`config.mk`:
```
export PLATFORM = sky130hd
export DESIGN_NAME = dual_atten_ctrl
export DESIGN_NICKNAME = d
export VERILOG_FILES = /design/src/rtl/dgc_pkg.sv /design/src/rtl/dgc_sync.sv /design/src/rtl/dgc_mode_ctl.sv /design/src/rtl/dgc_spi_rx.sv /design/src/rtl/dgc_chan_reg.sv /design/src/rtl/dual_atten_ctrl.sv
export SDC_FILE = /design/constraint.sdc
export NUM_CORES = 1
export LEC_CHECK = 0
export CAP_MARGIN = 20
export CORE_MARGIN = 2
export CORE_UTILIZATION = 35
export DETAILED_ROUTE_END_ITERATION = 8
export HOLD_SLACK_MARGIN = 0.15
export PLACE_DENSITY = 0.55
export RECOVER_POWER = 50
export SLEW_MARGIN = 10
export SYNTH_ARGS = -nofsm -noshare
export SYNTH_HDL_FRONTEND = slang
export SYNTH_SLANG_ARGS = --single-unit
```
`constraint.sdc`:
```
create_clock -name clk -period 3.81 [get_ports clk]
set_clock_uncertainty 0.15 [all_clocks]
set_input_delay 1.143 -clock clk [delete_from_list [all_inputs] [get_ports clk]]
set_output_delay 1.143 -clock clk [all_outputs]
set_load 0.01 [all_outputs]
```
`src/rtl/dgc_pkg.sv`:
```
package dgc_pkg;
  localparam int CODE_W     = 6;
  localparam int BYTE_W     = 8;
  localparam int FRAME_W    = 2 * BYTE_W;
  localparam int CH_SEL_POS = 1;
  localparam int EN_POS     = 0;
  localparam int NCH        = 2;

  typedef struct packed {
    logic              en;
    logic [CODE_W-1:0] code;
  } chan_word_t;
endpackage

```
`src/rtl/dgc_sync.sv`:
```
module dgc_sync #(
  parameter int             W       = 1,
  parameter int             STAGES  = 2,
  parameter logic [W-1:0]   RST_VAL = '0
) (
  input  logic         clk,
  input  logic         rst_n,
  input  logic [W-1:0] d,
  output logic [W-1:0] q
);
  logic [STAGES-1:0][W-1:0] pipe;

  always_ff @(posedge clk or negedge rst_n) begin
    if (!rst_n) begin
      pipe <= {STAGES{RST_VAL}};
    end else begin
      pipe[0] <= d;
      for (int i = 1; i < STAGES; i++) pipe[i] <= pipe[i-1];
    end
  end

  assign q = pipe[STAGES-1];
endmodule

```
`src/rtl/dgc_mode_ctl.sv`:
```
module dgc_mode_ctl #(
  parameter int SETTLE_CYC = 16
) (
  input  logic clk,
  input  logic rst_n,
  input  logic par_s,
  output logic ser_ready
);
  localparam int CW = $clog2(SETTLE_CYC + 1);
  localparam logic [CW-1:0] LIMIT = CW'(SETTLE_CYC);

  logic [CW-1:0] low_cnt;

  always_ff @(posedge clk or negedge rst_n) begin
    if (!rst_n)                low_cnt <= '0;
    else if (par_s)            low_cnt <= '0;
    else if (low_cnt != LIMIT) low_cnt <= low_cnt + 1'b1;
  end

  assign ser_ready = !par_s && (low_cnt == LIMIT);


  ready_after_low_chk: assert property (@(posedge clk) disable iff (!rst_n)
    $rose(ser_ready) |-> $past(!par_s));
endmodule

```
`src/rtl/dgc_spi_rx.sv`:
```
module dgc_spi_rx #(
  parameter int FRAME_W = 16
) (
  input  logic               clk,
  input  logic               rst_n,
  input  logic               enable,
  input  logic               csn_s,
  input  logic               sck_s,
  input  logic               sdi_s,
  output logic               commit,
  output logic [FRAME_W-1:0] frame
);
  localparam int CW = $clog2(FRAME_W + 2);
  localparam logic [CW-1:0] FULL = CW'(FRAME_W);
  localparam logic [CW-1:0] SAT  = CW'(FRAME_W + 1);

  logic               csn_q, sck_q, armed;
  logic [CW-1:0]      cnt;
  logic [FRAME_W-1:0] shreg;
  logic               csn_fall, csn_rise, sck_rise;

  assign csn_fall = csn_q & ~csn_s;
  assign csn_rise = ~csn_q & csn_s;
  assign sck_rise = ~sck_q & sck_s & ~csn_s;

  always_ff @(posedge clk or negedge rst_n) begin
    if (!rst_n) begin
      csn_q <= 1'b1;
      sck_q <= 1'b0;
    end else begin
      csn_q <= csn_s;
      sck_q <= sck_s;
    end
  end

  always_ff @(posedge clk or negedge rst_n) begin
    if (!rst_n) begin
      armed <= 1'b0;
      cnt   <= '0;
      shreg <= '0;
    end else if (!enable) begin
      armed <= 1'b0;
      cnt   <= '0;
    end else if (csn_fall) begin
      armed <= 1'b1;
      cnt   <= '0;
    end else if (csn_rise) begin
      armed <= 1'b0;
    end else if (armed && sck_rise) begin
      shreg <= {shreg[FRAME_W-2:0], sdi_s};
      if (cnt != SAT) cnt <= cnt + 1'b1;
    end
  end

  assign commit = enable & armed & csn_rise & (cnt == FULL);
  assign frame  = shreg;


  frame_start_chk: assert property (@(posedge clk) disable iff (!rst_n)
    (enable && csn_fall) |=> (cnt == '0) && armed);


  idle_disarm_chk: assert property (@(posedge clk) disable iff (!rst_n)
    !enable |=> !armed);
endmodule

```
`src/rtl/dgc_chan_reg.sv`:
```
module dgc_chan_reg
  import dgc_pkg::*;
(
  input  logic       clk,
  input  logic       rst_n,
  input  logic       wr,
  input  chan_word_t din,
  output chan_word_t q
);
  always_ff @(posedge clk or negedge rst_n) begin
    if (!rst_n) begin
      q.en   <= 1'b1;
      q.code <= '0;
    end else if (wr) begin
      q <= din;
    end
  end


  write_lands_chk: assert property (@(posedge clk) disable iff (!rst_n)
    wr |=> (q == $past(din)));


  hold_value_chk: assert property (@(posedge clk) disable iff (!rst_n)
    !wr |=> $stable(q));
endmodule

```
`src/rtl/dual_atten_ctrl.sv`:
```
module dual_atten_ctrl
  import dgc_pkg::*;
#(
  parameter int SYNC_STAGES = 2,
  parameter int SETTLE_CYC  = 16
) (
  input  logic              clk,
  input  logic              rst_n,
  input  logic              par_mode_i,
  input  logic [CODE_W-1:0] gpin_a_i,
  input  logic [CODE_W-1:0] gpin_b_i,
  input  logic              ser_csn_i,
  input  logic              ser_sck_i,
  input  logic              ser_sdi_i,
  input  logic              stby_n_a_i,
  input  logic              stby_n_b_i,
  output logic [CODE_W-1:0] gain_a_o,
  output logic [CODE_W-1:0] gain_b_o,
  output logic              en_a_o,
  output logic              en_b_o,
  output logic              sby_a_o,
  output logic              sby_b_o
);
  localparam int CTRL_W = 6;
  localparam logic [CTRL_W-1:0] CTRL_RST = 6'b110011;
  localparam int PIN_W  = NCH * CODE_W;

  logic [CTRL_W-1:0] ctrl_s;
  logic [PIN_W-1:0]  pins_s;
  logic par_s, csn_s, sck_s, sdi_s, stby_a_s, stby_b_s;

  dgc_sync #(.W(CTRL_W), .STAGES(SYNC_STAGES), .RST_VAL(CTRL_RST)) u_ctrl_sync (
    .clk(clk), .rst_n(rst_n),
    .d({par_mode_i, ser_csn_i, ser_sck_i, ser_sdi_i, stby_n_a_i, stby_n_b_i}),
    .q(ctrl_s));

  dgc_sync #(.W(PIN_W), .STAGES(SYNC_STAGES), .RST_VAL('0)) u_pin_sync (
    .clk(clk), .rst_n(rst_n),
    .d({gpin_b_i, gpin_a_i}),
    .q(pins_s));

  assign {par_s, csn_s, sck_s, sdi_s, stby_a_s, stby_b_s} = ctrl_s;

  logic ser_ready;
  dgc_mode_ctl #(.SETTLE_CYC(SETTLE_CYC)) u_mode (
    .clk(clk), .rst_n(rst_n), .par_s(par_s), .ser_ready(ser_ready));

  logic               commit;
  logic [FRAME_W-1:0] frame;
  dgc_spi_rx #(.FRAME_W(FRAME_W)) u_rx (
    .clk(clk), .rst_n(rst_n), .enable(ser_ready),
    .csn_s(csn_s), .sck_s(sck_s), .sdi_s(sdi_s),
    .commit(commit), .frame(frame));

  logic [BYTE_W-1:0] addr_byte, data_byte;
  chan_word_t        new_word;
  assign addr_byte     = frame[FRAME_W-1 -: BYTE_W];
  assign data_byte     = frame[BYTE_W-1:0];
  assign new_word.en   = addr_byte[EN_POS];
  assign new_word.code = data_byte[CODE_W-1:0];

  chan_word_t            chan_q [NCH];
  logic [NCH-1:0]        chan_wr;
  logic [NCH-1:0][CODE_W-1:0] gain_v;
  logic [NCH-1:0]        en_v, stby_v;

  assign stby_v = {stby_b_s, stby_a_s};

  for (genvar ch = 0; ch < NCH; ch++) begin : g_chan
    assign chan_wr[ch] = commit && (int'(addr_byte[CH_SEL_POS]) == ch);

    dgc_chan_reg u_reg (
      .clk(clk), .rst_n(rst_n), .wr(chan_wr[ch]),
      .din(new_word), .q(chan_q[ch]));

    assign gain_v[ch] = par_s ? pins_s[ch*CODE_W +: CODE_W] : chan_q[ch].code;
    assign en_v[ch]   = (par_s | chan_q[ch].en) & stby_v[ch];
  end

  assign gain_a_o = gain_v[0];
  assign gain_b_o = gain_v[1];
  assign en_a_o   = en_v[0];
  assign en_b_o   = en_v[1];
  assign sby_a_o  = ~stby_a_s;
  assign sby_b_o  = ~stby_b_s;


  commit_gated_chk: assert property (@(posedge clk) disable iff (!rst_n)
    commit |-> ser_ready);
endmodule

```
==> summary.txt, run 1 <==
Max-Slew Margin vs Limit - -0.177
Per-cell via count in the routed design - 4.54
Site row count - 32
Startpoint kind of the worst setup timing path - flip-flop
Outcome - finished, violations left
Overall die height - 93.8 um
CP required - 2.52 ns
Class of the tightest hold or removal check - flip-flop to flip-flop
Wire length of the first global-routing pass - 7850 um
Min Hold Slack - 0.196 ns
First-pass DRT Iterations - 4
Crit Path Class - flip-flop to output port
Area added between synthesis and finish - 22.9%
HPWL after detailed placement - 2860 um
Post-synth net total - 211
Uppermost signal routing layer after detailed routing - met4
Cell area after synthesis - 2830 um2
Nets - 251
Ports placed on the boundary - 36
Register-to-Register Path Depth - 5
CP Launch Point - u_ctrl_sync.q[5]
Shortest clock period the worst path allows after layout - 3.45 ns
Fraction of the yosys area taken by sequential cells - 0.651
Number of buffers between clock root and the deepest sink - 2
Power density relative to cell area - 432 nW/um2
Remaining routing DRC violations - 0
DR WL/cell - 13.5 um
Core footprint - 7770 um2
End of the worst register-to-register path - g_chan[1].u_reg.q[5]
Hold Path Stages - 0
Arrival time at the worst endpoint - 2.16 ns
Failing checks - capacitance limit, slew limit
Metal3 WL - 171 um
Critical-path maximum fanout - 24
Slew @ Worst Pin - 1.77 ns
Cell variety after synth - 30
Largest net degree at the start of global routing - 74
Hold path startpoint - u_pin_sync.pipe[8]
Post-synthesis average cell area - 15.4 um2
Number of I/O port buffers - 35
Hold Buf Count CTS - 0
Number of slew-limit violations in the final report - 74
Fraction of layout instances using a drive strength above 1 - 0.288
Max-cap violations - 1
TritonCTS Sinks - 73
M1 WL - 2110 um
Vias in the first global route - 1548
Final period utilization - 0.906
Clock transition at the registers of the reported paths - 0.08 ns
Register-to-register setup slack - 1.35 ns
Die Wd - 93.8 um
WL final - 4480 um
GRT Overall Usage - 0.120
CTS tree - built
Total setup buffers inserted after CTS - 0
Die footprint - 8810 um2
Number of buffers created by CTS - 9
Final core occ - 0.447
Leak - 0.00155 uW
TNS Setup - 0 ns
Post-place instance area - 3270 um2
Post-synthesis sequential element count - 73
Final weighted congestion in routability-driven placement - 0.732
Antenna violations before repair - 0
Number of cells produced by synthesis - 184
Total vias in the final route - 1504
Number of DRC violations after detailed-routing iteration 0 - 66
Nature of the critical path endpoint - output port
Yosys warning count - 0
Final count of hold timing violations - 0
Overflow after GRT - 0
Number of levels the H-tree was split into - 3
Clock Tree Root - sky130_fd_sc_hd__clkbuf_8
Starting density of the core - 0.364
ANT cells - 0
Setup repair after global routing missed its margin - false
Hold path endpoint - u_pin_sync.q[8]
Number of gates given a new drive strength after cts - 0
Number of antenna-violating nets in the routed design - 0
Finish-stage setup viols - 0
Clock latency at the later pin of the worst-skew pair - 0.34 ns
Cell area after layout - 3470 um2
Maximum resistive drop on vdd - 0.178 mV
Max Clk Rate - 290 MHz
Sum of met2 wire segment lengths after detailed routing - 2100 um
Source of the worst register-to-register timing path - u_mode.low_cnt[0]
-- cell usage in the layout (no fill, tap or decap) --
master and instances:
sky130_fd_sc_hd__inv_6 2, sky130_fd_sc_hd__nor2_1 9, sky130_fd_sc_hd__or4_4 1, sky130_fd_sc_hd__nand3b_1 2, sky130_fd_sc_hd__nand4bb_1 2, sky130_fd_sc_hd__clkbuf_8 10
sky130_fd_sc_hd__nand4b_1 1, sky130_fd_sc_hd__clkbuf_2 1, sky130_fd_sc_hd__nand4_1 1, sky130_fd_sc_hd__o21ai_0 1, sky130_fd_sc_hd__xnor2_1 1, sky130_fd_sc_hd__dlygate4sd3_1 18
sky130_fd_sc_hd__dfstp_2 10, sky130_fd_sc_hd__clkbuf_1 1, sky130_fd_sc_hd__mux2_2 19, sky130_fd_sc_hd__bufinv_16 1, sky130_fd_sc_hd__and4bb_1 1, sky130_fd_sc_hd__or3b_4 1
sky130_fd_sc_hd__dfrtp_1 62, sky130_fd_sc_hd__mux2i_1 2, sky130_fd_sc_hd__nand2_1 3, sky130_fd_sc_hd__nand3_1 6, sky130_fd_sc_hd__nor3_1 4, sky130_fd_sc_hd__or4_1 3
sky130_fd_sc_hd__dfstp_1 1, sky130_fd_sc_hd__o31ai_1 2, sky130_fd_sc_hd__mux2_4 17, sky130_fd_sc_hd__xor2_1 2, sky130_fd_sc_hd__inv_1 11, sky130_fd_sc_hd__clkinvlp_4 2
sky130_fd_sc_hd__ha_1 7, sky130_fd_sc_hd__nor4bb_1 1, sky130_fd_sc_hd__nor4_4 2, sky130_fd_sc_hd__clkdlybuf4s50_1 16, sky130_fd_sc_hd__nand2b_1 1, sky130_fd_sc_hd__a21oi_1 5
-- per-layer routing --
layer / vias up / global-route usage
li1: 714 / -
met1: 754 / 0.155
met2: 25 / 0.177
met3: 11 / 0.0490
met4: 0 / 0.0507
met5: - / 0
-- through the flow --
step,total power (uW),setup WS (ns),instances
2_1_floorplan,852,0.972,184
3_3_place_gp,910,0.673,315
3_5_place_dp,911,0.681,315
4_1_cts,1540,0.292,331
5_1_grt,1580,0.230,331
6_report,1500,0.360,331
-- registers in the layout, summed over array words and instances, names as in the netlist --
register          count
u_rx.armed            1
u_mode.low_cnt        5
u_ctrl_sync.q         6
g_chan.u_reg.q       14
u_rx.sck_q            1
u_rx.csn_q            1
u_pin_sync.pipe      12
u_ctrl_sync.pipe      6
u_rx.frame           10
u_pin_sync.q         12
u_rx.cnt              5
-- critical path: stages, from the launching register on --
cell and delay, ns:
sky130_fd_sc_hd__dfstp_2 0.92, sky130_fd_sc_hd__mux2_2 0.42, sky130_fd_sc_hd__clkdlybuf4s50_1 0.48
-- worst max path at each step --
stage                              to  slack [ns]  depth (start not counted)
after floorplan           gain_a_o[0]        0.97                          3
after global placement    gain_b_o[3]        0.67                          2
after detailed placement  gain_b_o[3]        0.68                          2
after CTS                 gain_b_o[3]        0.29                          2
after global routing      gain_b_o[3]        0.23                          2
final                     gain_b_o[3]        0.36                          2
-- power breakdown --
group	total, uW	switching (uW)	internal [uW]
combinational	74.4	33.9	40.4
sequential	814	13.5	801
clock	612	287	325
-- kinds of logic after synthesis --
family | count (synthesis) | share of synthesized area
simple gates | 38 | 0.0934
compound gates | 8 | 0.0159
buf+inv | 17 | 0.0257
fa+ha+maj | 7 | 0.0310
xor+xnor | 3 | 0.00930
mux | 38 | 0.173
flops | 73 | 0.651
-- Yosys cell counts --
library cell / number / share of area
sky130_fd_sc_hd__nor4bb_1: 1 / 0.0035
sky130_fd_sc_hd__or4_4: 1 / 0.0040
sky130_fd_sc_hd__nand2b_1: 1 / 0.0022
sky130_fd_sc_hd__xnor2_1: 1 / 0.0031
sky130_fd_sc_hd__buf_2: 1 / 0.0018
sky130_fd_sc_hd__a21oi_1: 5 / 0.0089
sky130_fd_sc_hd__buf_6: 1 / 0.0040
sky130_fd_sc_hd__nand4bb_1: 2 / 0.0080
sky130_fd_sc_hd__dfrtp_1: 62 / 0.55
sky130_fd_sc_hd__mux2_4: 17 / 0.090
sky130_fd_sc_hd__or4_1: 3 / 0.0080
sky130_fd_sc_hd__clkbuf_1: 4 / 0.0053
sky130_fd_sc_hd__dfstp_2: 11 / 0.10
sky130_fd_sc_hd__mux2i_1: 2 / 0.0071
sky130_fd_sc_hd__o21ai_0: 1 / 0.0018
sky130_fd_sc_hd__mux2_2: 19 / 0.076
sky130_fd_sc_hd__inv_1: 11 / 0.015
sky130_fd_sc_hd__xor2_1: 2 / 0.0062
sky130_fd_sc_hd__o31ai_1: 2 / 0.0053
sky130_fd_sc_hd__nand4_1: 1 / 0.0022
sky130_fd_sc_hd__nand2_1: 3 / 0.0040
sky130_fd_sc_hd__nor2_1: 9 / 0.012
sky130_fd_sc_hd__ha_1: 7 / 0.031
sky130_fd_sc_hd__nand3_1: 6 / 0.011
sky130_fd_sc_hd__nand4b_1: 1 / 0.0031
sky130_fd_sc_hd__nor4_4: 2 / 0.015
sky130_fd_sc_hd__and4bb_2: 1 / 0.0044
sky130_fd_sc_hd__or3b_4: 1 / 0.0040
sky130_fd_sc_hd__nand3b_1: 2 / 0.0053
sky130_fd_sc_hd__nor3_1: 4 / 0.0071
-- final cells by class --
type | count | area (um2)
Clock inverter | 5 | 62.6
Tap cell | 102 | 128
Clock buffer | 11 | 141
Multi-Input combinational cell | 94 | 912
Sequential cell | 73 | 1840
Timing Repair Buffer | 35 | 345
Fill cell | 735 | 4300
Inverter | 11 | 41.3
Note: power is estimated with default switching activity, not from simulation.
==> inputs of run 2 (changes only) <==
Settings changed: MAX_ROUTING_LAYER from default to met4.
==> run 2 against run 1 <==
- the flow still finishes with violations (capacitance limit, slew limit)
- global-route usage grew 0.36 points
- register-to-register slack gained 0.02 ns
- sequential cell count unchanged
- total power about the same
- die area is the same
- fmax decreased by 0.10%
- non-clock buffer count unchanged
- first-iteration DRC count is 11% higher
- sequential share of layout area unchanged
- cell area unchanged
- critical path depth did not move
- sequential power barely moved
- largest cell class unchanged
==> summary.txt, run 2 (synthesized netlist as in run 1, its figures left out) <==
Wire length of the first global-routing pass - 7850 um (about the same)
Max FFs per register - 14 (unchanged)
TritonCTS Sinks - 73 (unchanged)
First-pass DRT Iterations - 4 (unchanged)
HPWL after detailed placement - 2860 um (unchanged)
Vias in the first global route - 1551 (+0.19%)
Site row count - 32 (unchanged)
Final count of hold timing violations - 0 (unchanged)
Number of buffers created by CTS - 9 (unchanged)
Setup repair after global routing missed its margin - false
Final period utilization - 0.906 (+0.000907)
GR Util met1 - 0.155 (+0.000522)
Number of levels the H-tree was split into - 3 (unchanged)
CP required - 2.52 ns (about the same)
Startpoint kind of the worst setup timing path - flip-flop
Failing checks - capacitance limit, slew limit
Critical-path maximum fanout - 24 (unchanged)
Ports placed on the boundary - 36 (unchanged)
Leak - 0.00155 uW (unchanged)
Overflow after GRT - 0 (unchanged)
Top Usage Layer GRT - met2
Met3 usage in global routing - 0.0562 (+0.00722)
Final instance count without filler cells - 331 (unchanged)
Biggest register - g_chan.u_reg.q
Core footprint - 7770 um2 (unchanged)
Final core occ - 0.447 (unchanged)
Maximum resistive drop on vdd - 0.178 mV (about the same)
Number of gates given a new drive strength after cts - 0 (unchanged)
Die Wd - 93.8 um (unchanged)
Slew @ Worst Pin - 1.77 ns (+0.00835 ns)
Area added between synthesis and finish - 22.9% (unchanged)
Clock Tree Root - sky130_fd_sc_hd__clkbuf_8
Per-cell via count in the routed design - 4.59 (+1.0%)
Shortest clock period the worst path allows after layout - 3.45 ns (+0.00346 ns)
CTS tree - built
Max Clk Rate - 290 MHz (-0.10%)
Most frequent standard cell in the layout excluding fill and tap cells - sky130_fd_sc_hd__dfrtp_1
Number of I/O port buffers - 35 (unchanged)
Clock transition at the registers of the reported paths - 0.07 ns (about the same)
Met2 track utilization from global routing - 0.176 (-0.00119)
Number of buffers between clock root and the deepest sink - 2 (unchanged)
Max-cap violations - 1 (unchanged)
Registers with the most flip-flops - g_chan.u_reg.q: 14 flops, u_pin_sync.pipe: 12 flops, u_pin_sync.q: 12 flops
Starting density of the core - 0.364 (unchanged)
Power density relative to cell area - 433 nW/um2 (about the same)
Number of DRC violations after detailed-routing iteration 0 - 73 (+11%)
Crit Path Class - flip-flop to output port
GRT Overall Usage - 0.123 (+0.00364)
Number of slew-limit violations in the final report - 74 (unchanged)
WL final - 4500 um (+0.56%)
Nature of the critical path endpoint - output port
DR WL/cell - 13.6 um (+0.56%)
Finish-stage setup viols - 0 (unchanged)
Max-Slew Margin vs Limit - -0.182 (-0.00557)
Antenna violations before repair - 0 (unchanged)
ANT cells - 0 (unchanged)
TNS Setup - 0 ns (unchanged)
Placed Cells - 315 (unchanged)
Overall die height - 93.8 um (unchanged)
Fraction of layout instances using a drive strength above 1 - 0.288 (unchanged)
Class of the tightest hold or removal check - flip-flop to flip-flop
Arrival time at the worst endpoint - 2.16 ns (about the same)
Number of antenna-violating nets in the routed design - 0 (unchanged)
Most frequent cells in the layout - 62 x sky130_fd_sc_hd__dfrtp_1, 19 x sky130_fd_sc_hd__mux2_2, 18 x sky130_fd_sc_hd__dlygate4sd3_1, 17 x sky130_fd_sc_hd__mux2_4, 16 x sky130_fd_sc_hd__clkdlybuf4s50_1
Die footprint - 8810 um2 (unchanged)
Outcome - finished, violations left
Total setup buffers inserted after CTS - 0 (unchanged)
Hold Buf Count CTS - 0 (unchanged)
Remaining routing DRC violations - 0 (unchanged)
Min Hold Slack - 0.197 ns (+0.000755 ns)
Total vias in the final route - 1519 (+1.0%)
Clock latency at the later pin of the worst-skew pair - 0.34 ns (about the same)
Final weighted congestion in routability-driven placement - 0.741 (+1.2%)
Largest net degree at the start of global routing - 74 (unchanged)
Nets - 251 (unchanged)
-- run 2: cell counts in the layout (fill, tap and decap cells not counted) --
Identical to the previous run, type by type.
-- run 2: through the flow --
step / instance area, um2 / total power, uW / worst slack [ns]
2_1_floorplan: 2830 / 852 / 0.972
3_3_place_gp: 3270 / 910 / 0.673
3_5_place_dp: 3270 / 911 / 0.681
4_1_cts: 3470 / 1540 / 0.292
5_1_grt: 3470 / 1580 / 0.226
6_report: 3470 / 1500 / 0.357
-- run 2: path summary, 6_finish.rpt --
kind	from	to	slack (ns)	cells after the start
worst min-delay path	u_pin_sync.pipe[8]	u_pin_sync.q[8]	0.20	0
worst max register to register	u_mode.low_cnt[0]	g_chan[1].u_reg.q[5]	1.37	5
worst min register to register	u_pin_sync.pipe[8]	u_pin_sync.q[8]	0.20	0
max in group asynchronous	rst_n	g_chan[1].u_reg.q[4]	1.34	1
min in group asynchronous	rst_n	u_rx.cnt[3]	1.12	1
worst max-delay path	u_ctrl_sync.q[5]	gain_b_o[3]	0.36	2
-- run 2: worst max-delay path: stages, from the launching register on --
cell and delay [ns]:
sky130_fd_sc_hd__dfstp_2 0.92, sky130_fd_sc_hd__mux2_2 0.42, sky130_fd_sc_hd__clkdlybuf4s50_1 0.48
-- run 2: where the power goes --
part	switching, uW	internal, uW
registers	13.6	801
clock network	288	325
logic	34.1	40.4
-- run 2: final cells by class --
cell class              count  area, um2
clock inverters             5       62.6
repair buffers             35        345
multi-input cells          94        912
clock buffers              11        141
well taps                 102        128
fillers                   735       4300
inverters                  11       41.3
flip-flops and latches     73       1840
-- run 2: metal layers --
layer  up-vias  share of wire  wire (um)
li1        713              -          -
met1       771           0.47       2100
met2        27           0.47       2130
met3         8          0.043        193
met4         0          0.016         70
met5         -              0          0
